===== src/rtl/smb_sup_pkg.sv =====
package smb_sup_pkg;
  localparam int TO_W   = 6;
  localparam int TO_MIN = 25;
  localparam int TO_MAX = 35;
  localparam int CAL_W  = 16;

  function automatic logic [TO_W-1:0] clamp_timeout(input logic [TO_W-1:0] cfg);
    if (cfg < TO_W'(TO_MIN)) return TO_W'(TO_MIN);
    if (cfg > TO_W'(TO_MAX)) return TO_W'(TO_MAX);
    return cfg;
  endfunction

  function automatic logic [CAL_W-1:0] cal_limit(input logic [CAL_W-1:0] cfg);
    return (cfg == '0) ? CAL_W'(1) : cfg;
  endfunction
endpackage


===== src/rtl/smb_line_filter.sv =====
module smb_line_filter #(
  parameter int FILT_TICKS = 2,
  localparam int CW = $clog2(FILT_TICKS + 1)
) (
  input  logic clk,
  input  logic rst_n,
  input  logic tick,
  input  logic raw,
  output logic filt
);
  logic [1:0]    sync_q;
  logic [CW-1:0] agree_cnt;
  logic          sync_line;
  logic          differs;

  assign sync_line = sync_q[1];
  assign differs   = sync_line != filt;

  always_ff @(posedge clk or negedge rst_n) begin
    if (!rst_n) begin
      sync_q    <= 2'b11;
      filt      <= 1'b1;
      agree_cnt <= '0;
    end else begin
      sync_q <= {sync_q[0], raw};
      if (!differs) begin
        agree_cnt <= '0;
      end else if (tick) begin
        if (agree_cnt == CW'(FILT_TICKS - 1)) begin
          filt      <= sync_line;
          agree_cnt <= '0;
        end else begin
          agree_cnt <= agree_cnt + CW'(1);
        end
      end
    end
  end


  filt_on_tick_chk: assert property (@(posedge clk) disable iff (!rst_n)
    (filt != $past(filt)) |-> $past(tick));

  filt_follows_sync_chk: assert property (@(posedge clk) disable iff (!rst_n)
    (filt != $past(filt)) |-> (filt == $past(sync_line)));
endmodule


===== src/rtl/smb_span_counter.sv =====
module smb_span_counter #(
  parameter int W = 8
) (
  input  logic         clk,
  input  logic         rst_n,
  input  logic         tick,
  input  logic         active,
  input  logic [W-1:0] limit,
  output logic [W-1:0] count,
  output logic         hit
);
  localparam logic [W-1:0] SAT = '1;
  logic at_sat;

  assign at_sat = count == SAT;
  assign hit    = tick && active && !at_sat && ((count + W'(1)) == limit);

  always_ff @(posedge clk or negedge rst_n) begin
    if (!rst_n)                count <= '0;
    else if (!active)          count <= '0;
    else if (tick && !at_sat)  count <= count + W'(1);
  end


  hit_single_chk: assert property (@(posedge clk) disable iff (!rst_n)
    hit |=> !hit);

  count_monotonic_chk: assert property (@(posedge clk) disable iff (!rst_n)
    (count != $past(count)) |-> (count == '0 || count == $past(count) + W'(1)));

  hit_needs_active_chk: assert property (@(posedge clk) disable iff (!rst_n)
    hit |-> active);
endmodule


===== src/rtl/smbus_line_supervisor.sv =====
module smbus_line_supervisor
  import smb_sup_pkg::*;
#(
  parameter int FILT_TICKS   = 2,
  parameter int IDLE_TICKS   = 50,
  parameter int BUSOFF_TICKS = 2000
) (
  input  logic             clk,
  input  logic             rst_n,
  input  logic             tick,
  input  logic             scl_in,
  input  logic             sda_in,
  input  logic [TO_W-1:0]  cfg_timeout_ticks,
  input  logic             cfg_idle_off,
  input  logic [CAL_W-1:0] cfg_cal_ticks,
  output logic             timeout_pulse,
  output logic             idle_reset_pulse,
  output logic             cal_req_pulse,
  output logic             bus_off,
  output logic             bus_avail
);
  localparam int LINES  = 2;
  localparam int IDLE_W = $clog2(IDLE_TICKS + 2) + 1;

  logic [LINES-1:0] raw_lines, filt_lines;
  logic             scl_f, sda_f, both_low, both_high;
  logic [TO_W-1:0]  to_count;
  logic [IDLE_W-1:0] idle_count;
  logic [CAL_W-1:0] low_count;
  logic             to_hit, idle_hit, cal_hit, busoff_hit;

  assign raw_lines = {sda_in, scl_in};

  for (genvar g = 0; g < LINES; g++) begin : g_line
    smb_line_filter #(.FILT_TICKS(FILT_TICKS)) i_filt (
      .clk(clk), .rst_n(rst_n), .tick(tick),
      .raw(raw_lines[g]), .filt(filt_lines[g]));
  end

  assign scl_f     = filt_lines[0];
  assign sda_f     = filt_lines[1];
  assign both_low  = !scl_f && !sda_f;
  assign both_high = scl_f && sda_f;

  smb_span_counter #(.W(TO_W)) i_to_cnt (
    .clk(clk), .rst_n(rst_n), .tick(tick), .active(!scl_f),
    .limit(clamp_timeout(cfg_timeout_ticks)), .count(to_count), .hit(to_hit));

  smb_span_counter #(.W(IDLE_W)) i_idle_cnt (
    .clk(clk), .rst_n(rst_n), .tick(tick), .active(both_high),
    .limit(IDLE_W'(IDLE_TICKS + 1)), .count(idle_count), .hit(idle_hit));

  smb_span_counter #(.W(CAL_W)) i_low_cnt (
    .clk(clk), .rst_n(rst_n), .tick(tick), .active(both_low),
    .limit(cal_limit(cfg_cal_ticks)), .count(low_count), .hit(cal_hit));

  assign busoff_hit = tick && both_low && (low_count == CAL_W'(BUSOFF_TICKS - 1));

  assign timeout_pulse    = to_hit;
  assign idle_reset_pulse = idle_hit && !cfg_idle_off;
  assign cal_req_pulse    = cal_hit;

  always_ff @(posedge clk or negedge rst_n) begin
    if (!rst_n) begin
      bus_off   <= 1'b0;
      bus_avail <= 1'b1;
    end else begin
      if (busoff_hit) begin
        bus_off   <= 1'b1;
        bus_avail <= 1'b0;
      end else begin
        if (!both_low) bus_off <= 1'b0;
        if (tick && !bus_off && !bus_avail) bus_avail <= 1'b1;
      end
    end
  end


  flags_exclusive_chk: assert property (@(posedge clk) disable iff (!rst_n)
    !(bus_off && bus_avail));

  timeout_scl_low_chk: assert property (@(posedge clk) disable iff (!rst_n)
    timeout_pulse |-> !scl_f);

  cal_lines_low_chk: assert property (@(posedge clk) disable iff (!rst_n)
    cal_req_pulse |-> both_low);

  idle_disabled_chk: assert property (@(posedge clk) disable iff (!rst_n)
    idle_reset_pulse |-> !cfg_idle_off);

  busoff_clear_chk: assert property (@(posedge clk) disable iff (!rst_n)
    $fell(bus_off) |-> $past(!both_low));

  avail_on_tick_chk: assert property (@(posedge clk) disable iff (!rst_n)
    $rose(bus_avail) |-> ($past(tick) && $past(!bus_off)));
endmodule


===== config.mk =====
export PLATFORM = sky130hd
export DESIGN_NAME = smbus_line_supervisor
export DESIGN_NICKNAME = d
export VERILOG_FILES = /design/src/rtl/smb_sup_pkg.sv /design/src/rtl/smb_line_filter.sv /design/src/rtl/smb_span_counter.sv /design/src/rtl/smbus_line_supervisor.sv
export SDC_FILE = /design/constraint.sdc
export NUM_CORES = 1
export LEC_CHECK = 0
export BUFFER_PORTS_ARGS = -buffer_cell sky130_fd_sc_hd__buf_2
export CAP_MARGIN = 20
export CELL_PAD_IN_SITES_DETAIL_PLACEMENT = 1
export CELL_PAD_IN_SITES_GLOBAL_PLACEMENT = 2
export CORE_MARGIN = 2
export CORE_UTILIZATION = 36
export DETAILED_ROUTE_END_ITERATION = 10
export PLACE_DENSITY = 0.8
export SLEW_MARGIN = 15
export SYNTH_ARGS = -nofsm -noshare
export SYNTH_HDL_FRONTEND = slang
export SYNTH_SLANG_ARGS = --single-unit

===== constraint.sdc =====
create_clock -name clk -period 2.3 [get_ports clk]
set_input_delay 0.345 -clock clk [delete_from_list [all_inputs] [get_ports clk]]
set_output_delay 0.345 -clock clk [all_outputs]
set_load 0.01 [all_outputs]

==> results.toml <==
[worst_setup_path]
crit_type = "flop to primary output"
cp-end-kind = "primary output"
rrSetupSlack_ns = 0.20
cp.required_ns = 1.96
cp_max_fo = 4
slowest_stage = "dfrtp_1"
cp_num_cells = 8
critPathTopFamily = "simple AND/OR/NAND/NOR gates"
cpPeakStageDelay_ns = 0.41
cp-start-kind = "flop"
ff2ff_path_depth = 7
reg2reg_to = "i_low_cnt.count[3]"
cp_cell_sequence = "ha_4, nand4_4, buf_4, nor3_2, xnor2_1, o221ai_1, nor4_4, buf_2"
r2r-start = "i_low_cnt.count[1]"
critPathBufInv = 2
worstPathArrival_ns = 2.12

[die]
start_util_pct = 37.5
num_rows = 31
die_area_sq_um = 8310
core_sq_um = 7290
die_width_um = 91.2
fp.dieH_um = 91.2
io_pins = 33

[global_route]
grt_pass1_vias = 2548
gr-usage-all-layers_pct = 18.6
antenna_found_initial = 0
overflow = 0
grt_pass1_wl_um = 12400
grt_max_degree = 30

[synth]
synth_edf_count = 0
avgSynthCellArea_sq_um = 8.77
ys_seq_area_share_pct = 37.8
synthDistinctLibCells = 47
synth_top_flop_cell = "dfrtp_1"
post-synth-top-count-cell = "nor2_1"
async_reset_ff_share_pct = 100
synthTopCellsByArea = "dfrtp_1 31%, xnor2_1 11%, xor2_1 8.0%"
synthCells = 312
yosys.area.top_type = "dfrtp_1"
synth_seq_cells = 41
syn-cell-area_sq_um = 2740
synthesis.nets = 344
ys_warn_count = 0
synth_common_cells = "46 x nor2_1, 35 x xnor2_1, 34 x dfrtp_1"
synth_top_area_share_pct = 31.1

[drt]
drc_errors = 0
routed_via_density = 5.20
num_vias = 2403
drt_iter0_markers = 68
first_pass_iters = 6
ant_nets = 0
routed_wl_um = 7320
wire_per_inst_um = 15.8

[outcome]
violations = "setup timing"
status = "complete, but fails checks"

[min_path]
holdPathStages = 1
min_path_type = "input port to flop"
min_to = "g_line[0].i_filt.sync_q[0]"
min_from = "scl_in"

[clocking]
cts_sinks = 41
cts_buffers = 5
ctsLongestPathBuffers = 2
insertion_delay_ns = 0.29
htreeDepth = 2
path_clk_slew_ns = 0.08
cts_tree = "built"
clockRootBuffer = "clkbuf_8"

[sta]
setup_tns_ns = -0.166
final_period_minus_worst_setup_slack_ns = 2.47
fmax_mhz = 406
finalSetupViolCount = 1
layout_setup_ws_ns = -0.166
slew_headroom_pct = 64.8
tightest_slew_ns = 0.526
timing.final.crit_share_pct = 107
maxSlewViolCount = 0
hold_ws_ns = 0.145
fin_skew_ns = 0.00639
grt_setup_unrepaired = "yes"
finalHoldViolCount = 0

[finish]
n_antenna_cell = 0
drive_above_1_share_pct = 29.8
syn2layout_area_growth_pct = 24.3
fin_nets = 394
design_area_sq_um = 3400

[power_and_ir_drop]
cellLeakagePower_nw = 1.40
fin_total_pwr_w = 0.00209
ir_worst_vdd_mv = 0.337
powerDensity_nw_per_um2 = 616

[placement]
dpl-instance-area_sq_um = 3130
io_buffers = 32
place_congestion = 0.792
dp_hpwl_um = 5390

[run]
drv_cap = 0
## report_power, final
| part | internal, W | total (W) | switching [W] |
|---|---|---|---|
| Sequential | 0.000810 | 0.000881 | 0.0000711 |
| Clock | 0.000354 | 0.000604 | 0.000250 |
| Combinational | 0.000277 | 0.000609 | 0.000331 |
## how the worst max path moves through the flow
stage,startpoint,endpoint,slack (ns)
final,i_low_cnt.count[1],cal_req_pulse,-0.17
after global routing,i_low_cnt.count[6],cal_req_pulse,-0.33
after CTS,i_low_cnt.count[1],cal_req_pulse,-0.14
after detailed placement,i_low_cnt.count[0],cal_req_pulse,0.04
after global placement,i_low_cnt.count[0],cal_req_pulse,0.07
after floorplan,i_low_cnt.count[0],cal_req_pulse,0.009
## logic make-up after synthesis
kind of cell	after synthesis	share of synthesized area [%]
xor+xnor	60	19.2
fa+ha+maj	4	1.83
compound gates	31	7.05
mux	3	1.19
buf+inv	27	4.30
flops	41	37.8
simple gates	146	28.6
## cell usage in the layout, fill, tap and decap left out, drive strengths merged, types with 2 or more instances in the layout
cell type   n
o22ai       2
nor4        8
or3b        3
a31oi       4
nand2      24
nor4b       2
dfstp       7
nand2b      2
nand3      17
nor2       47
nand4      18
o21ai       5
mux2        2
xnor2      35
buf        62
o31a        2
xor2       25
and4        4
o41ai       2
a21oi      12
and3        6
or4         2
nor3        7
clkbuf      7
ha          4
inv         7
dfrtp      34
## cell type report
| class | instances | area (sq um) |
|---|---|---|
| fill | 899 | 3890 |
| clock buffer | 7 | 86.3 |
| tap | 99 | 124 |
| timing repair buffer | 63 | 399 |
| clock inverter | 1 | 30.0 |
| multi-input combinational | 244 | 1690 |
| inverter | 7 | 26.3 |
| sequential | 41 | 1040 |
## flip-flops by register name, indices dropped and copies added, names as in the netlist
name,count
i_low_cnt.count,16
i_idle_cnt.count,7
i_to_cnt.count,6
g_line.i_filt.agree_cnt,4
g_line.i_filt.sync_q,4
g_line.i_filt.filt,2
bus_avail,1
bus_off,1
## layer usage
metal  global-route usage, %  part of all wire (%)
met1                    24.6                    48
met2                    31.5                    48
met3                    3.15                   2.7
met4                    4.92                   1.2
met5                       0                     0
## worst reg2reg max path, cell delays in order (launching register included)
cell and delay [ns]:
dfrtp_1 0.41, ha_4 0.18, nand4_4 0.16, or4_4 0.58, buf_4 0.21, or3b_2 0.21
xor2_1 0.17, nor2_1 0.06
## through the flow
stage | util (%) | cells | setup slack (ns)
finish | 46.6 | 462 | -0.166
CTS | 46.2 | 462 | -0.136
global route | 46.6 | 462 | -0.334
global placement | 42.9 | 449 | 0.0734
floorplan | - | 312 | 0.00855
detailed placement | 42.9 | 449 | 0.0419
## timing repair
action | 4_1_cts | 5_1_grt
endpoints found under the setup margin | 2 | 3
hold buffers | 1 | 0
resized for setup | 20 | 9
endpoints found under the hold margin | 12 | 0
pin swaps | 7 | 6
setup buffers | 4 | 0
Note: power is estimated with default switching activity, not from simulation.
